[src/rtl/wdt_pkg.sv]
package wdt_pkg;
  localparam int DATA_W = 32;
  localparam int CNT_W  = 16;
  localparam int PSC_W  = 8;
  localparam int DSEL_W = 2;

  typedef enum logic [1:0] {
    SEL_CTRL   = 2'd0,
    SEL_RELOAD = 2'd1,
    SEL_COUNT  = 2'd2,
    SEL_ICLR   = 2'd3
  } reg_sel_e;

  typedef struct packed {
    logic [PSC_W-1:0]  psc;
    logic              run;
    logic [DSEL_W-1:0] dsel;
    logic              irq_en;
    logic              rst_en;
  } ctrl_t;
endpackage

[src/rtl/wdt_clkdiv.sv]
module wdt_clkdiv #(
  parameter int PSC_W     = 8,
  parameter int DSEL_W    = 2,
  parameter int BASE_LOG2 = 4
) (
  input  logic              clk,
  input  logic              rst_n,
  input  logic              run,
  input  logic [PSC_W-1:0]  psc,
  input  logic [DSEL_W-1:0] dsel,
  output logic              tick_o
);
  localparam int DCNT_W = BASE_LOG2 + (1 << DSEL_W) - 1;

  logic [PSC_W-1:0]  pcnt_q;
  logic [DCNT_W-1:0] dcnt_q;
  logic [DCNT_W:0]   span;
  logic [DCNT_W-1:0] dlim;
  logic              pre_hit;

  always_comb begin
    span    = (DCNT_W+1)'(1) << (BASE_LOG2 + int'(dsel));
    dlim    = DCNT_W'(span - (DCNT_W+1)'(1));
    pre_hit = (pcnt_q == psc);
    tick_o  = run && pre_hit && (dcnt_q == dlim);
  end

  always_ff @(posedge clk or negedge rst_n) begin
    if (!rst_n) begin
      pcnt_q <= '0;
      dcnt_q <= '0;
    end else if (!run) begin
      pcnt_q <= '0;
      dcnt_q <= '0;
    end else begin
      pcnt_q <= pre_hit ? '0 : pcnt_q + PSC_W'(1);
      if (pre_hit) dcnt_q <= (dcnt_q == dlim) ? '0 : dcnt_q + DCNT_W'(1);
    end
  end

  // the shortest tick period is 16 clocks, so ticks are never adjacent
  p_tick_spacing_r3: assert property (@(posedge clk) disable iff (!rst_n)
    tick_o |=> !tick_o);
endmodule

[src/rtl/wdt_downcount.sv]
module wdt_downcount #(
  parameter int          CNT_W   = 16,
  parameter logic [15:0] INIT_VAL = 16'h8000
) (
  input  logic             clk,
  input  logic             rst_n,
  input  logic             tick,
  input  logic             load_en,
  input  logic [CNT_W-1:0] load_val,
  input  logic [CNT_W-1:0] reload_val,
  output logic [CNT_W-1:0] cnt_o,
  output logic             expire_o
);
  logic [CNT_W-1:0] cnt_q;

  assign cnt_o    = cnt_q;
  assign expire_o = tick && !load_en && (cnt_q == '0);

  always_ff @(posedge clk or negedge rst_n) begin
    if (!rst_n)           cnt_q <= CNT_W'(INIT_VAL);
    else if (load_en)     cnt_q <= load_val;
    else if (tick)        cnt_q <= (cnt_q == '0) ? reload_val : cnt_q - CNT_W'(1);
  end

  p_decrement_r4: assert property (@(posedge clk) disable iff (!rst_n)
    (tick && !load_en && cnt_q != '0) |=> (cnt_q == $past(cnt_q) - CNT_W'(1)));
endmodule

[src/rtl/wdt_expiry.sv]
module wdt_expiry #(
  parameter int RST_CYCLES = 128
) (
  input  logic clk,
  input  logic rst_n,
  input  logic expire,
  input  logic irq_en,
  input  logic rst_en,
  input  logic irq_clr,
  output logic irq_o,
  output logic rst_req_o
);
  localparam int RW = $clog2(RST_CYCLES + 1);

  logic [RW-1:0] rcnt_q;
  logic          irq_q;

  assign irq_o     = irq_q;
  assign rst_req_o = (rcnt_q != '0);

  always_ff @(posedge clk or negedge rst_n) begin
    if (!rst_n) begin
      rcnt_q <= '0;
      irq_q  <= 1'b0;
    end else begin
      if (expire && rst_en)  rcnt_q <= RW'(RST_CYCLES);
      else if (rcnt_q != '0) rcnt_q <= rcnt_q - RW'(1);
      if (expire && irq_en)  irq_q <= 1'b1;
      else if (irq_clr)      irq_q <= 1'b0;
    end
  end

  p_irq_sticky_r6: assert property (@(posedge clk) disable iff (!rst_n)
    (irq_q && !irq_clr) |=> irq_q);
  p_irq_cause_r5: assert property (@(posedge clk) disable iff (!rst_n)
    $rose(irq_q) |-> $past(expire && irq_en));
  p_rst_cause_r7: assert property (@(posedge clk) disable iff (!rst_n)
    $rose(rst_req_o) |-> $past(expire && rst_en));
endmodule

[src/rtl/prescaled_wdt.sv]
module prescaled_wdt
  import wdt_pkg::*;
#(
  parameter int ADDR_W     = 4,
  parameter int RST_CYCLES = 128
) (
  input  logic              clk,
  input  logic              rst_n,
  input  logic [ADDR_W-1:0] bus_addr,
  input  logic              bus_we,
  input  logic [DATA_W-1:0] bus_wdata,
  output logic [DATA_W-1:0] bus_rdata,
  output logic              irq_o,
  output logic              rst_req_o
);
  localparam logic [CNT_W-1:0] INIT_COUNT = CNT_W'(16'h8000);
  localparam logic [PSC_W-1:0] INIT_PSC   = PSC_W'(8'h80);

  reg_sel_e         sel;
  ctrl_t            ctrl_q;
  logic [CNT_W-1:0] reload_q;
  logic [CNT_W-1:0] cnt;
  logic             tick;
  logic             expire;
  logic             wr_ctrl, wr_reload, wr_count, wr_clr;
  logic             unused_bits;

  assign sel       = reg_sel_e'(bus_addr[3:2]);
  assign wr_ctrl   = bus_we && (sel == SEL_CTRL);
  assign wr_reload = bus_we && (sel == SEL_RELOAD);
  assign wr_count  = bus_we && (sel == SEL_COUNT);
  assign wr_clr    = bus_we && (sel == SEL_ICLR) && bus_wdata[0];
  assign unused_bits = ^{bus_addr[1:0], bus_wdata[DATA_W-1:16], bus_wdata[7:6], bus_wdata[1]};

  always_ff @(posedge clk or negedge rst_n) begin
    if (!rst_n) begin
      ctrl_q   <= '{psc: INIT_PSC, run: 1'b1, dsel: '0, irq_en: 1'b0, rst_en: 1'b1};
      reload_q <= INIT_COUNT;
    end else begin
      if (wr_ctrl) begin
        ctrl_q.psc    <= bus_wdata[15:8];
        ctrl_q.run    <= bus_wdata[5];
        ctrl_q.dsel   <= bus_wdata[4:3];
        ctrl_q.irq_en <= bus_wdata[2];
        ctrl_q.rst_en <= bus_wdata[0];
      end
      if (wr_reload) reload_q <= bus_wdata[CNT_W-1:0];
    end
  end

  always_comb begin
    unique case (sel)
      SEL_CTRL:   bus_rdata = {16'h0, ctrl_q.psc, 2'b00, ctrl_q.run, ctrl_q.dsel,
                               ctrl_q.irq_en, 1'b0, ctrl_q.rst_en};
      SEL_RELOAD: bus_rdata = {{(DATA_W-CNT_W){1'b0}}, reload_q};
      SEL_COUNT:  bus_rdata = {{(DATA_W-CNT_W){1'b0}}, cnt};
      default:    bus_rdata = '0;
    endcase
  end

  wdt_clkdiv #(.PSC_W(PSC_W), .DSEL_W(DSEL_W), .BASE_LOG2(4)) u_clkdiv (
    .clk(clk), .rst_n(rst_n), .run(ctrl_q.run), .psc(ctrl_q.psc),
    .dsel(ctrl_q.dsel), .tick_o(tick)
  );

  wdt_downcount #(.CNT_W(CNT_W), .INIT_VAL(16'h8000)) u_count (
    .clk(clk), .rst_n(rst_n), .tick(tick), .load_en(wr_count),
    .load_val(bus_wdata[CNT_W-1:0]), .reload_val(reload_q),
    .cnt_o(cnt), .expire_o(expire)
  );

  wdt_expiry #(.RST_CYCLES(RST_CYCLES)) u_expiry (
    .clk(clk), .rst_n(rst_n), .expire(expire), .irq_en(ctrl_q.irq_en),
    .rst_en(ctrl_q.rst_en), .irq_clr(wr_clr), .irq_o(irq_o), .rst_req_o(rst_req_o)
  );

  p_stop_hold_r8: assert property (@(posedge clk) disable iff (!rst_n)
    (!ctrl_q.run && !wr_count) |=> $stable(cnt));
  p_stop_no_expire_r8: assert property (@(posedge clk) disable iff (!rst_n)
    !ctrl_q.run |-> !expire);
endmodule

[config.mk]
export PLATFORM = sky130hd
export DESIGN_NAME = prescaled_wdt
export DESIGN_NICKNAME = d
export VERILOG_FILES = /design/src/rtl/wdt_pkg.sv /design/src/rtl/wdt_clkdiv.sv /design/src/rtl/wdt_downcount.sv /design/src/rtl/wdt_expiry.sv /design/src/rtl/prescaled_wdt.sv
export SDC_FILE = /design/constraint.sdc
export NUM_CORES = 1
export LEC_CHECK = 0
export ABC_AREA = 1
export BUFFER_PORTS_ARGS = -buffer_cell sky130_fd_sc_hd__buf_2
export CORE_ASPECT_RATIO = 0.5
export CORE_UTILIZATION = 30
export CTS_BUF_LIST = sky130_fd_sc_hd__clkbuf_16
export DETAILED_ROUTE_END_ITERATION = 6
export PLACE_DENSITY = 0.46
export SYNTH_ARGS = -nofsm -noshare
export SYNTH_HDL_FRONTEND = slang
export SYNTH_SLANG_ARGS = --single-unit
[constraint.sdc]
create_clock -name clk -period 2.45 [get_ports clk]
set_clock_uncertainty 0.05 [all_clocks]
set_input_delay 0.49 -clock clk [delete_from_list [all_inputs] [get_ports clk]]
set_output_delay 0.49 -clock clk [all_outputs]
set_load 0.02 [all_outputs]
==> tab_implementation.tex <==
\begin{tabular}{lr}
\hline
Metric & Value \\
\hline
\multicolumn{2}{l}{\textbf{Global route}} \\
Vias in the first global route & 3675 \\
Number of antenna violations at the first check in global routing & 0 \\
Wire length of the first global-routing pass & 19600 um \\
Maximum number of pins on one net before global-route repair & 54 \\
Gr usage total & 0.173 \\
Overflow after GRT & 0 \\
\multicolumn{2}{l}{\textbf{Clocking}} \\
Clock tree from TritonCTS & built \\
Clock input transition at the sequential cells of the worst setup and hold paths & about 0.06 ns \\
Max Buffers Root-to-Sink & 2 \\
CTS Hold Bufs & 0 \\
Number of clock buffers inserted by TritonCTS & 9 \\
Post-CTS repair timing setup buffer count & 0 \\
Count of H-tree levels built during CTS & 3 \\
Clock network latency to the later pin of the worst-skew pair & 0.34 ns \\
Clock root buffer & sky130\_fd\_sc\_hd\_\_clkbuf\_16 \\
Num Clock Sinks & 69 \\
Post-CTS resize count & 0 \\
\multicolumn{2}{l}{\textbf{Worst setup path}} \\
Critical path launch point type & flop \\
Biggest fanout along the worst timing path & 4 \\
CP Launch Point & u\_expiry.rcnt\_q[0]\$\_DFFE\_PN0P\_ \\
Delay of the slowest cell on the worst path & 0.39 ns \\
Data required time at the worst endpoint & 1.91 ns \\
Worst Path Arrival & 1.66 ns \\
Number of cells on the worst reg-to-reg path & 10 \\
FF-to-FF Start & u\_clkdiv.dcnt\_q[0]\$\_DFFE\_PN0P\_ \\
Cells along the critical path & inv\_1 > ha\_1 > nand2\_1 > nor2\_1 > inv\_1 > nor2\_1 > nand2\_1 > buf\_2 \\
Worst setup path class & flop to output pin \\
Slowest cell on the critical path & sky130\_fd\_sc\_hd\_\_dfrtp\_1 \\
Critical path capture point type & output pin \\
\multicolumn{2}{l}{\textbf{STA}} \\
Slew Viols, Final & 0 \\
Unrepaired setup endpoints after global routing & false \\
Hold Violations, Final & 0 \\
Least-Margin Pin Slew & $\sim$0.75 ns \\
Headroom to the max-slew limit & 0.497 \\
Max Clock Freq & 0.454 GHz \\
Number of failing setup endpoints in the final timing report & 0 \\
Final cycle utilization of the critical path & 0.899 \\
Setup TNS & 0 ns \\
Final critical delay including setup and external delays & 2.20 ns \\
\multicolumn{2}{l}{\textbf{Final layout}} \\
Sequential Area & around 1700 um\^{}2 \\
Ant. Diodes & 0 \\
Multi-input logic area & around 2100 um\^{}2 \\
Fill cell instance count of the final layout & 1507 \\
Layout Cell Area excl Fill & 5050 um\^{}2 \\
Fraction of the core area covered by cells at the end of the flow & 0.366 \\
Total number of nets in the final design & approximately 720 \\
Most common cell after layout, fill and taps aside & sky130\_fd\_sc\_hd\_\_nand2\_1 \\
Highest-count cells in the layout ignoring fill and taps & sky130\_fd\_sc\_hd\_\_nand2\_1 (218), sky130\_fd\_sc\_hd\_\_inv\_1 (96), sky130\_fd\_sc\_hd\_\_dfrtp\_1 (64) \\
Signed area change from the synthesized netlist to the final layout & 16.4\% \\
Share of layout cells above drive strength 1 & 0.114 \\
\multicolumn{2}{l}{\textbf{Route}} \\
DR top layer & met4 \\
DR DRC count & 0 \\
Overall via count from detail\_route & around 3.9k \\
First-pass iteration count of the detailed router & 5 \\
DR WL met3 & roughly 490 um \\
Number of DRC markers after the initial detailed-route iteration & 213 \\
Routed length on met2 & 5030 um \\
Wirelength per Cell & 13.3 um \\
M1 wire length & approximately 6000 um \\
Post-route ant nets & 0 \\
Via-per-instance ratio & approximately 4.4 \\
Wirelength, routed & 11600 um \\
\multicolumn{2}{l}{\textbf{Yosys}} \\
Number of different library cells in the post-synthesis netlist & 34 \\
Yosys warnings & 0 \\
Mapped Area & around 4300 um\^{}2 \\
Number of register bits inferred by synthesis & 69 \\
Cell type with the largest total area after synthesis & sky130\_fd\_sc\_hd\_\_dfrtp\_1 \\
Syn avg cell area & 6.86 um\^{}2 \\
Portion of the post-synthesis area used by sequential elements & 0.399 \\
Synthesized instance count & 633 \\
Proportion of netlist area held by the largest area contributor & 0.369 \\
Largest cells by area after synthesis & sky130\_fd\_sc\_hd\_\_dfrtp\_1 (37\%), sky130\_fd\_sc\_hd\_\_nand2\_1 (19\%), sky130\_fd\_sc\_hd\_\_inv\_1 (8.3\%) \\
\multicolumn{2}{l}{\textbf{Floorplanning}} \\
Number of top-level pins & 73 \\
Area of the core region & 13800 um\^{}2 \\
Die Width & 172 um \\
DIE HEIGHT & 87.1 um \\
Die ar. & 15000 um\^{}2 \\
Initial core utilization & 0.314 \\
Standard-cell row count & 30 \\
\multicolumn{2}{l}{\textbf{Pwr}} \\
Comb power frac & 0.223 \\
Internal & 0.00244 W \\
Switch share & 0.331 \\
Fraction of power consumed by the clock network & 0.384 \\
Leakage component of the power & 2.60 nW \\
Net load switching power & 0.00121 W \\
Relative contribution of sequential cells to total power & 0.393 \\
Power per Cell Area & slightly above 700 nW/um\^{}2 \\
Worst voltage drop across the vdd grid & 0.360 mV \\
\multicolumn{2}{l}{\textbf{Place}} \\
Weighted congestion reported at the end of routability-driven placement & 0.874 \\
Placed Instance Area & 4730 um\^{}2 \\
Port bufs & 38 \\
DPL Wire Length & 8750 um \\
\multicolumn{2}{l}{\textbf{Run}} \\
Number of maximum-capacitance violations & 0 \\
\multicolumn{2}{l}{\textbf{Min path}} \\
Tightest Hold Check Type & input pin to async pin \\
\multicolumn{2}{l}{\textbf{Run status}} \\
Run status & complete, no violations \\
\hline
\end{tabular}
power groups by stage:
stage          clock [W]  combinational, W  sequential (W)
2_1_floorplan          0          0.000613         0.00140
3_3_place_gp           0          0.000816         0.00145
3_5_place_dp           0          0.000818         0.00145
4_1_cts          0.00145          0.000823         0.00143
5_1_grt          0.00150          0.000943         0.00146
6_report         0.00140          0.000814         0.00144
worst max-delay path, delay by kind of cell (launching register included):
kind,cells,cell delay (ns)
buffers and inverters,3,0.32
AND/OR/NAND/NOR,4,0.41
adder cells (fa/ha/maj),1,0.21
flip-flops,1,0.39
final cells by class:
type,count,share of cell area
Inverter,98,0.0728
Tap cell,192,0.0476
Multi-Input combinational cell,452,0.418
Timing Repair Buffer,47,0.0560
Clock inverter,7,0.0176
Sequential cell,69,0.343
Clock buffer,9,0.0446
registers in the layout, indices dropped and copies added, names as in the netlist:
name and cells:
reload_q 16, u_count.cnt_o 16, ctrl_q 13, u_clkdiv.pcnt_q 8, u_expiry.rcnt_q 8, u_clkdiv.dcnt_q 7
u_expiry.irq_o 1
layer usage:
metal	GRT usage	vias to the layer above
met3	0.0386	13
met4	0.0491	0
li1	-	2038
met5	0	-
met1	0.242	1762
met2	0.269	75
per-stage QoR:
| stage | power (W) | setup WS (ns) | instances | hold slack (ns) |
|---|---|---|---|---|
| final | 0.00365 | 0.247 | 874 | 0.0272 |
| after global routing | 0.00391 | 0.0774 | 874 | 0.0478 |
| after CTS | 0.00371 | 0.142 | 874 | 0.0296 |
| after detailed placement | 0.00227 | 0.151 | 858 | 0.400 |
| after global placement | 0.00227 | 0.204 | 858 | 0.400 |
| after floorplan | 0.00201 | 0.411 | 648 | 0.144 |
kinds of logic (layout without fill, tap and decap cells):
group,after synthesis,in the layout,synth area share
buffers and inverters,127,161,0.127
other,1,16,0.000864
adders and majority gates,5,5,0.0144
and+or+nand+nor,338,338,0.322
xor gates and xnor gates,17,17,0.0343
muxes,2,2,0.00490
DFF,69,69,0.399
AOI/OAI and AO/OA,74,74,0.0969
path summary, 6_finish.rpt:
kind	to	slack (ns)
worst max-delay path	rst_req_o	0.25
worst min-delay path	u_clkdiv.dcnt_q[3]$_DFFE_PN0P_	0.03
worst max register to register	u_expiry.rcnt_q[6]$_DFFE_PN0P_	0.29
worst min register to register	reload_q[4]$_DFFE_PN0P_	0.44
max in group asynchronous	u_count.cnt_o[15]$_DFFE_PN1P_	1.65
min in group clk	u_count.cnt_o[7]$_DFFE_PN0P_	0.34
cells in the mapped netlist:
| library cell | count |
|---|---|
| sky130_fd_sc_hd__xor2_1 | 15 |
| sky130_fd_sc_hd__mux2i_1 | 1 |
| sky130_fd_sc_hd__nor3_1 | 6 |
| sky130_fd_sc_hd__clkinv_1 | 1 |
| sky130_fd_sc_hd__dfrtp_1 | 64 |
| sky130_fd_sc_hd__o21ai_0 | 48 |
| sky130_fd_sc_hd__conb_1 | 1 |
| sky130_fd_sc_hd__nand3_4 | 1 |
| sky130_fd_sc_hd__inv_1 | 96 |
| sky130_fd_sc_hd__dfstp_2 | 5 |
| sky130_fd_sc_hd__and3_1 | 1 |
| sky130_fd_sc_hd__buf_4 | 16 |
| sky130_fd_sc_hd__mux2_2 | 1 |
| sky130_fd_sc_hd__nand3_1 | 48 |
| sky130_fd_sc_hd__nor2_1 | 53 |
| sky130_fd_sc_hd__a31oi_1 | 1 |
| sky130_fd_sc_hd__or2_2 | 1 |
| sky130_fd_sc_hd__a21oi_1 | 7 |
| sky130_fd_sc_hd__nand4_1 | 2 |
| sky130_fd_sc_hd__xnor2_1 | 2 |
| sky130_fd_sc_hd__nor3b_1 | 1 |
| sky130_fd_sc_hd__o211ai_1 | 5 |
| sky130_fd_sc_hd__o22ai_1 | 5 |
| sky130_fd_sc_hd__nor2_2 | 2 |
| sky130_fd_sc_hd__nand2_1 | 218 |
| sky130_fd_sc_hd__clkbuf_1 | 10 |
| sky130_fd_sc_hd__nor2_4 | 2 |
| sky130_fd_sc_hd__nand4_2 | 1 |
| sky130_fd_sc_hd__buf_6 | 2 |
| sky130_fd_sc_hd__clkbuf_2 | 1 |
| sky130_fd_sc_hd__nand2_2 | 2 |
| sky130_fd_sc_hd__inv_2 | 1 |
| sky130_fd_sc_hd__o221ai_1 | 8 |
| sky130_fd_sc_hd__ha_1 | 5 |
Note: power is estimated with default switching activity, not from simulation.
